### config.mk
export PLATFORM = sky130hd
export DESIGN_NAME = uart_tx_mapped
export DESIGN_NICKNAME = d
export VERILOG_FILES = /design/src/rtl/uart_tx_pkg.sv /design/src/rtl/uart_tx_baud.sv /design/src/rtl/uart_tx_shifter.sv /design/src/rtl/uart_tx_regs.sv /design/src/rtl/uart_tx_mapped.sv
export SDC_FILE = /design/constraint.sdc
export NUM_CORES = 1
export LEC_CHECK = 0
export ABC_AREA = 1
export CORE_MARGIN = 4
export CORE_UTILIZATION = 30
export CTS_BUF_LIST = sky130_fd_sc_hd__clkbuf_8 sky130_fd_sc_hd__clkbuf_16
export DETAILED_ROUTE_END_ITERATION = 10
export GPL_TIMING_DRIVEN = 1
export SLEW_MARGIN = 20
export SYNTH_ARGS = -nofsm -noshare
export SYNTH_HDL_FRONTEND = slang
export SYNTH_SLANG_ARGS = --single-unit
### constraint.sdc
create_clock -name clk -period 6.25 [get_ports clk]
set_clock_uncertainty 0.15 [all_clocks]
set_input_delay 0.625 -clock clk [delete_from_list [all_inputs] [get_ports clk]]
set_output_delay 0.625 -clock clk [all_outputs]
set_load 0.1 [all_outputs]
### src/rtl/uart_tx_pkg.sv
package uart_tx_pkg;

    localparam int BYTE_W    = 8;
    localparam int ADDR_W    = 3;
    localparam int MAX_DATA  = 9;
    localparam int FRAME_MAX = 1 + MAX_DATA + 1 + 2;
    localparam int LEN_W     = $clog2(FRAME_MAX + 1);

    // status bits
    localparam int ST_TXC  = 6;
    localparam int ST_UDRE = 5;
    localparam int ST_DBL  = 1;
    localparam int ST_MPM  = 0;
    // control bits
    localparam int CB_TXCIE = 6;
    localparam int CB_UDRIE = 5;
    localparam int CB_TXEN  = 3;
    localparam int CB_SZ2   = 2;
    localparam int CB_TX9   = 0;
    // format bits
    localparam int FC_PAR_LO = 4;
    localparam int FC_STOP   = 3;
    localparam int FC_SZ_LO  = 1;

    typedef enum logic [ADDR_W-1:0] {
        A_STAT = 3'd0,
        A_CTRL = 3'd1,
        A_FMT  = 3'd2,
        A_DIVL = 3'd3,
        A_DIVH = 3'd4,
        A_DATA = 3'd5
    } reg_addr_e;

    typedef enum logic [1:0] {
        PAR_NONE = 2'b00,
        PAR_RSVD = 2'b01,
        PAR_EVEN = 2'b10,
        PAR_ODD  = 2'b11
    } par_mode_e;

    typedef struct packed {
        logic [3:0] nbits;
        par_mode_e  par;
        logic       stop2;
        logic       bit9;
    } fmt_t;

    typedef struct packed {
        logic [FRAME_MAX-1:0] bits;
        logic [LEN_W-1:0]     len;
    } frame_t;

    function automatic logic [3:0] size_bits(input logic [2:0] code);
        return (code < 3'd4) ? (4'd5 + {1'b0, code}) : 4'd9;
    endfunction

    function automatic fmt_t decode_fmt(input logic sz2, input logic [1:0] sz10,
                                        input logic [1:0] par, input logic stop2,
                                        input logic tx9);
        fmt_t f;
        f.nbits = size_bits({sz2, sz10});
        f.par   = par_mode_e'(par);
        f.stop2 = stop2;
        f.bit9  = tx9;
        return f;
    endfunction

    // bit 0 goes out first; unused upper positions stay 1 (stop/idle)
    function automatic frame_t build_frame(input logic [BYTE_W-1:0] d, input fmt_t f);
        frame_t           fr;
        logic             p;
        logic             b;
        logic [LEN_W-1:0] pos;
        fr.bits    = '1;
        fr.bits[0] = 1'b0;
        p   = 1'b0;
        pos = LEN_W'(1);
        for (int i = 0; i < MAX_DATA; i++) begin
            if (i < int'(f.nbits)) begin
                b = (i < BYTE_W) ? d[3'(i)] : f.bit9;
                fr.bits[pos] = b;
                p   = p ^ b;
                pos = pos + 1'b1;
            end
        end
        if (f.par == PAR_EVEN || f.par == PAR_ODD) begin
            fr.bits[pos] = (f.par == PAR_ODD) ? ~p : p;
            pos = pos + 1'b1;
        end
        fr.len = pos + LEN_W'(f.stop2 ? 2 : 1);
        return fr;
    endfunction

endpackage

### src/rtl/uart_tx_baud.sv
module uart_tx_baud
    import uart_tx_pkg::*;
#(
    parameter int DIV_W = 16,
    parameter int OS_W  = 4
) (
    input  logic             clk,
    input  logic             rst,
    input  logic             run,
    input  logic             dbl,
    input  logic [DIV_W-1:0] div,
    output logic             bit_end
);
    localparam logic [OS_W-1:0] OS_NORM = OS_W'(15);
    localparam logic [OS_W-1:0] OS_FAST = OS_W'(7);

    logic [DIV_W-1:0] presc;
    logic [OS_W-1:0]  os;
    logic [OS_W-1:0]  os_last;
    logic             presc_wrap;

    assign os_last    = dbl ? OS_FAST : OS_NORM;
    assign presc_wrap = (presc == div);
    assign bit_end    = run && presc_wrap && (os >= os_last);

    // counters restart with every frame so each bit is a whole period
    always_ff @(posedge clk) begin
        if (rst || !run) begin
            presc <= '0;
            os    <= '0;
        end else if (presc_wrap) begin
            presc <= '0;
            os    <= (os >= os_last) ? '0 : os + 1'b1;
        end else begin
            presc <= presc + 1'b1;
        end
    end

    a_r2_idle_reset: assert property (@(posedge clk) disable iff (rst)
        !run |=> (presc == '0 && os == '0));

endmodule

### src/rtl/uart_tx_shifter.sv
module uart_tx_shifter
    import uart_tx_pkg::*;
(
    input  logic   clk,
    input  logic   rst,
    input  logic   load,
    input  frame_t frame_in,
    input  logic   bit_end,
    output logic   busy,
    output logic   done,
    output logic   txd
);
    logic [FRAME_MAX-1:0] shreg;
    logic [LEN_W-1:0]     remain;

    assign done = busy && bit_end && (remain == LEN_W'(1));

    always_ff @(posedge clk) begin
        if (rst) begin
            busy   <= 1'b0;
            txd    <= 1'b1;
            shreg  <= '1;
            remain <= '0;
        end else if (load) begin
            busy   <= 1'b1;
            txd    <= frame_in.bits[0];
            shreg  <= {1'b1, frame_in.bits[FRAME_MAX-1:1]};
            remain <= frame_in.len;
        end else if (busy && bit_end) begin
            if (remain == LEN_W'(1)) begin
                busy <= 1'b0;
                txd  <= 1'b1;
            end else begin
                txd    <= shreg[0];
                shreg  <= {1'b1, shreg[FRAME_MAX-1:1]};
                remain <= remain - 1'b1;
            end
        end
    end

    a_r5_idle_high: assert property (@(posedge clk) disable iff (rst)
        !busy |-> txd);
    a_r5_start_after_load: assert property (@(posedge clk) disable iff (rst)
        load |=> (busy && !txd));

endmodule

### src/rtl/uart_tx_regs.sv
module uart_tx_regs
    import uart_tx_pkg::*;
#(
    parameter int DIV_W = 16
) (
    input  logic              clk,
    input  logic              rst,
    input  logic              wr_en,
    input  logic [ADDR_W-1:0] addr,
    input  logic [BYTE_W-1:0] wdata,
    output logic [BYTE_W-1:0] rdata,
    input  logic              ack_txc,
    input  logic              busy,
    input  logic              done,
    output logic              load,
    output frame_t            frame,
    output logic [DIV_W-1:0]  div,
    output logic              dbl,
    output logic              irq_udre,
    output logic              irq_txc
);
    logic [BYTE_W-1:0] ctrl, fmtr, div_lo, div_hi, hold;
    logic              dbl_q, mpm_q, udre, txc, hold_full;
    logic              txen, wr_stat, wr_ctrl, wr_data, txen_rise, txc_set, txc_clr;
    fmt_t              fmt;

    assign txen      = ctrl[CB_TXEN];
    assign wr_stat   = wr_en && (addr == A_STAT);
    assign wr_ctrl   = wr_en && (addr == A_CTRL);
    assign wr_data   = wr_en && (addr == A_DATA) && txen;
    assign txen_rise = wr_ctrl && wdata[CB_TXEN] && !txen;
    assign load      = hold_full && txen && (!busy || done);
    assign txc_set   = done && !load;
    assign txc_clr   = ack_txc || (wr_stat && wdata[ST_TXC]);

    assign fmt   = decode_fmt(ctrl[CB_SZ2], fmtr[FC_SZ_LO+1:FC_SZ_LO],
                              fmtr[FC_PAR_LO+1:FC_PAR_LO], fmtr[FC_STOP], ctrl[CB_TX9]);
    assign frame = build_frame(hold, fmt);
    assign div   = DIV_W'({div_hi, div_lo});
    assign dbl   = dbl_q;

    assign irq_udre = udre && ctrl[CB_UDRIE];
    assign irq_txc  = txc && ctrl[CB_TXCIE];

    always_ff @(posedge clk) begin
        if (rst) begin
            ctrl   <= '0;
            fmtr   <= '0;
            div_lo <= '0;
            div_hi <= '0;
            dbl_q  <= 1'b0;
            mpm_q  <= 1'b0;
        end else if (wr_en) begin
            unique case (addr)
                A_STAT: begin
                    dbl_q <= wdata[ST_DBL];
                    mpm_q <= wdata[ST_MPM];
                end
                A_CTRL:  ctrl   <= wdata;
                A_FMT:   fmtr   <= wdata;
                A_DIVL:  div_lo <= wdata;
                A_DIVH:  div_hi <= wdata;
                default: ;
            endcase
        end
    end

    always_ff @(posedge clk) begin
        if (rst) begin
            hold      <= '0;
            hold_full <= 1'b0;
        end else if (wr_data) begin
            hold      <= wdata;
            hold_full <= 1'b1;
        end else if (load) begin
            hold_full <= 1'b0;
        end
    end

    always_ff @(posedge clk) begin
        if (rst) begin
            udre <= 1'b1;
        end else if (wr_data) begin
            udre <= 1'b0;
        end else if (load || txen_rise) begin
            udre <= 1'b1;
        end
    end

    always_ff @(posedge clk) begin
        if (rst) begin
            txc <= 1'b0;
        end else if (txc_set) begin
            txc <= 1'b1;
        end else if (txc_clr) begin
            txc <= 1'b0;
        end
    end

    always_comb begin
        rdata = '0;
        unique case (addr)
            A_STAT: begin
                rdata[ST_TXC]  = txc;
                rdata[ST_UDRE] = udre;
                rdata[ST_DBL]  = dbl_q;
                rdata[ST_MPM]  = mpm_q;
            end
            A_CTRL:  rdata = {ctrl[7:2], 1'b0, ctrl[0]};
            A_FMT:   rdata = fmtr;
            A_DIVL:  rdata = div_lo;
            A_DIVH:  rdata = div_hi;
            default: rdata = '0;
        endcase
    end

    a_r8_write_clears_udre: assert property (@(posedge clk) disable iff (rst)
        wr_data |=> !udre);
    a_r9_drop_keeps_udre: assert property (@(posedge clk) disable iff (rst)
        (wr_en && addr == A_DATA && !txen) |=> $stable(udre));
    a_r11_ack_clears_txc: assert property (@(posedge clk) disable iff (rst)
        (ack_txc && !txc_set) |=> !txc);
    a_r10_txc_when_idle: assert property (@(posedge clk) disable iff (rst)
        $rose(txc) |-> (!busy && !hold_full));

endmodule

### src/rtl/uart_tx_mapped.sv
module uart_tx_mapped
    import uart_tx_pkg::*;
#(
    parameter int DIV_W = 16
) (
    input  logic        clk,
    input  logic        rst,
    input  logic        wr_en,
    input  logic [2:0]  addr,
    input  logic [7:0]  wdata,
    output logic [7:0]  rdata,
    input  logic        ack_txc,
    output logic        txd,
    output logic        irq_udre,
    output logic        irq_txc
);
    logic             load, busy, done, bit_end, dbl;
    logic [DIV_W-1:0] div;
    frame_t           frame;

    uart_tx_regs #(.DIV_W(DIV_W)) u_regs (
        .clk(clk), .rst(rst), .wr_en(wr_en), .addr(addr), .wdata(wdata),
        .rdata(rdata), .ack_txc(ack_txc), .busy(busy), .done(done),
        .load(load), .frame(frame), .div(div), .dbl(dbl),
        .irq_udre(irq_udre), .irq_txc(irq_txc)
    );

    uart_tx_baud #(.DIV_W(DIV_W)) u_baud (
        .clk(clk), .rst(rst), .run(busy), .dbl(dbl), .div(div), .bit_end(bit_end)
    );

    uart_tx_shifter u_shift (
        .clk(clk), .rst(rst), .load(load), .frame_in(frame), .bit_end(bit_end),
        .busy(busy), .done(done), .txd(txd)
    );

endmodule

==> summary.txt <==
Floorplan
  – Die height: between 100 and 150 µm
  – Die ar.: approximately 17000 µm²
  – Starting Density: 0.310
  – # IOs: 26
  – Die W: between 100 and 150 µm
  – Core area: between 10000 and 15000 µm²
  – Std cell rows: 44

Layout
  – Cell area after layout: roughly 5200 µm²
  – Share of cells above drive strength 1: 0.0929
  – Commonest cells after routing, fill and taps aside: nand2_1, inv_1, dfxtp_1
  – Number of fill cells in the layout: 1617
  – Multi-input gate area: 2500 µm²
  – Register area: approximately 1600 µm²
  – # diodes: 0
  – Most common cell after layout, fill and taps aside: nand2_1
  – Net count, final: between 700 and 800
  – Layout Area Growth over Synthesis: 15.5%

Synth
  – Cell variety after synth: 49
  – Synthesized area per cell: roughly 7 µm²
  – Synth Area in Adders: 0.0486
  – Post-synthesis sequential area ratio: 0.344
  – Post-synthesis mux area share: 0
  – Syn nets: between 600 and 700
  – Cells after synthesis: 650
  – Synth Area in XOR/XNOR: 0.0425
  – Compound-gate portion of the synthesized area: 0.192
  – Top-area cell type share of the netlist area: 0.344
  – Top cell type by total area after synthesis: dfxtp_1
  – Simple-gate share of the synthesized area: 0.268
  – Largest family of logic cells by synthesized area: simple AND/OR/NAND/NOR gates
  – Post-synthesis cell area: 4540 µm²
  – FFs w/ async S/R, synth: 0
  – Main synth FF type: dfxtp_1
  – Synth Register Bits: between 70 and 80
  – Synth area leaders: dfxtp_1, nand2_1, inv_1
  – Number of synthesis warnings: 0
  – EDFF count, synth: 0

Clocking
  – CTS Buf Count: 9
  – H-tree levels: 3
  – CTS Hold Buffers Added: 0
  – CTS Root Cell: clkbuf_16
  – Cts repair resizes: 0
  – Post-CTS Setup Inserts: 0
  – Clock tree from TritonCTS: done
  – CTS clk-pin slew, worst paths: around 0.06 ns
  – Clock Path Buffers: 2
  – Clk sinks: 78
  – Clock Latency Late Sink: 0.34 ns

Worst setup path
  – Critical path data arrival time: roughly 5.0 ns
  – Setup crit start kind: register
  – CP Max Fanout: 7
  – Crit path capture type: register
  – Crit Path Category: reg2reg
  – Critical path required time: about 6.3 ns

Timing
  – Clock period minus worst slack: a little under 5 ns
  – Tcrit/Tclk final: 0.785
  – Slew Limit Fails: 0
  – Count of final setup violators: 0
  – Worst-Margin Slew: around 0.97 ns
  – RSZ-0062 raised after global routing: no
  – TNS Setup: 0 ns
  – Max-slew headroom: 0.348
  – FMAX: around 200 MHz
  – Final hold vios: 0

Power and ir drop
  – Comb pwr share: 0.109
  – Lkg Pwr: 2.22 nW
  – Pint: between 800 and 900 µW
  – Clock Power Share: 0.444
  – Worst vdd ir: 0.000126 V
  – Power Dens Cells: between 200 and 250 nW/µm²
  – Switching pwr: between 300 and 400 µW
  – Sw frac: 0.275
  – Seq pwr share: 0.448

Placement
  – Detailed placement HPWL: between 8000 and 9000 µm
  – Port bufs: 25
  – DP Area: 4950 µm²
  – GPL Wtd Cong: between 0.8 and 0.9

Global routing
  – Met3 GRT Util: 0.0203
  – Met1 usage: 0.209
  – GRT Residual Overflow: 0
  – Gr busiest metal: met2
  – Vias in the first global route: approximately 3800
  – Initial antenna violation count: 0
  – Largest net degree at the start of global routing: 48
  – Met2 usage: 0.216
  – Global-route wire length before repair: 19300 µm
  – All-Layer GR Usage: 0.142

Hold path
  – Hold Path Class: reg2reg

Drt
  – Via count: between 4000 and 5000
  – DR pass1 iterations: 6
  – DRC viols: 0
  – Post-route ant nets: 0
  – Wire per inst: 13.5 µm
  – Vias/cell: between 4 and 5
  – Final wirelength: about 12000 µm
  – 1st-iter DRT viols: around 300

Run
  – Max-cap violations: 0

Outcome
  – Status: complete, no violations
==> worst max-delay path: stages, from the launching register on <==
cell,delay (ns)
dfxtp_1,0.50
ha_1,0.33
inv_1,0.12
nand3_4,0.11
nor2_2,0.18
ha_1,0.29
inv_1,0.17
a21oi_1,0.07
or2_2,0.27
nand2_1,0.06
inv_1,0.04
ha_1,0.30
inv_1,0.07
o21ai_0,0.43
inv_1,0.15
ha_1,0.31
o21ai_0,0.30
ha_1,0.30
nand2_1,0.06
inv_1,0.04
o21ai_0,0.18
xor2_1,0.16
nand2_1,0.06
nand2_1,0.07
a21oi_2,0.05
==> kinds of logic after synthesis <==
group / after synthesis
adder cells (fa/ha/maj): 17
AO/OA/AOI/OAI: 152
buffers and inverters: 120
flip-flops: 78
XOR/XNOR: 22
AND/OR/NAND/NOR: 261
==> cell usage after synthesis, drive strengths merged (6+ instances only) <==
master,number
nand2,128
inv,101
buf,6
ha,16
o21ai,69
o22ai,7
a21oi,55
nor3,12
nand4,11
nand3,16
clkbuf,9
dfxtp,78
nor2,82
xor2,20
==> per-stage QoR <==
stage	hold slack [ns]	power [mW]	setup WS, ns	std cells	util
2_1_floorplan	0.262	0.606	1.79	650	-
3_3_place_gp	0.276	0.644	1.48	846	0.338
3_5_place_dp	0.294	0.645	1.38	846	0.338
4_1_cts	0.307	1.15	1.35	862	0.358
5_1_grt	0.347	1.19	0.855	862	0.358
6_report	0.307	1.14	1.35	862	0.358
==> layout make-up <==
| class | instances | share of cell area |
|---|---|---|
| clock buffers | 10 | 0.0456 |
| inverters | 105 | 0.0762 |
| flip-flops and latches | 78 | 0.298 |
| well taps | 184 | 0.0440 |
| clock inverters | 6 | 0.00836 |
| repair buffers | 27 | 0.0506 |
| multi-input cells | 452 | 0.477 |
==> metal layers <==
layer	routed length [µm]	part of all wire
met1	6050	0.52
met5	0	0
met2	5130	0.44
met4	94	0.0081
met3	393	0.034
==> state kept, by name, summed over array words and instances (netlist names), 4 cells and up <==
register / flops
u_baud.presc: 16
u_shift.shreg: 12
u_regs.div_hi: 8
u_regs.div_lo: 8
u_regs.fmtr: 8
u_regs.ctrl: 7
u_baud.os: 4
u_regs.hold: 4
u_shift.remain: 4
==> worst paths after layout <==
kind | startpoint | depth (start not counted) | endpoint | slack, ns
setup reg to reg | u_regs.fmtr[1]$_SDFFE_PP0P_ | 24 | u_shift.remain[3]$_SDFFE_PP0P_ | 1.35
hold / removal | u_shift.shreg[1]$_SDFFE_PP1P_ | 2 | u_shift.shreg[1]$_SDFFE_PP1P_ | 0.31
hold reg to reg | u_shift.shreg[1]$_SDFFE_PP1P_ | 2 | u_shift.shreg[1]$_SDFFE_PP1P_ | 0.31
setup / recovery | u_regs.fmtr[1]$_SDFFE_PP0P_ | 24 | u_shift.remain[3]$_SDFFE_PP0P_ | 1.35
==> power groups by stage <==
stage,clock network [mW],logic [mW],registers [mW]
after floorplan,0,0.0864,0.520
after global placement,0,0.122,0.522
after detailed placement,0,0.123,0.522
after CTS,0.517,0.124,0.511
after global routing,0.538,0.139,0.512
final,0.506,0.124,0.511
No activity file was read; power rests on OpenSTA's default activity.
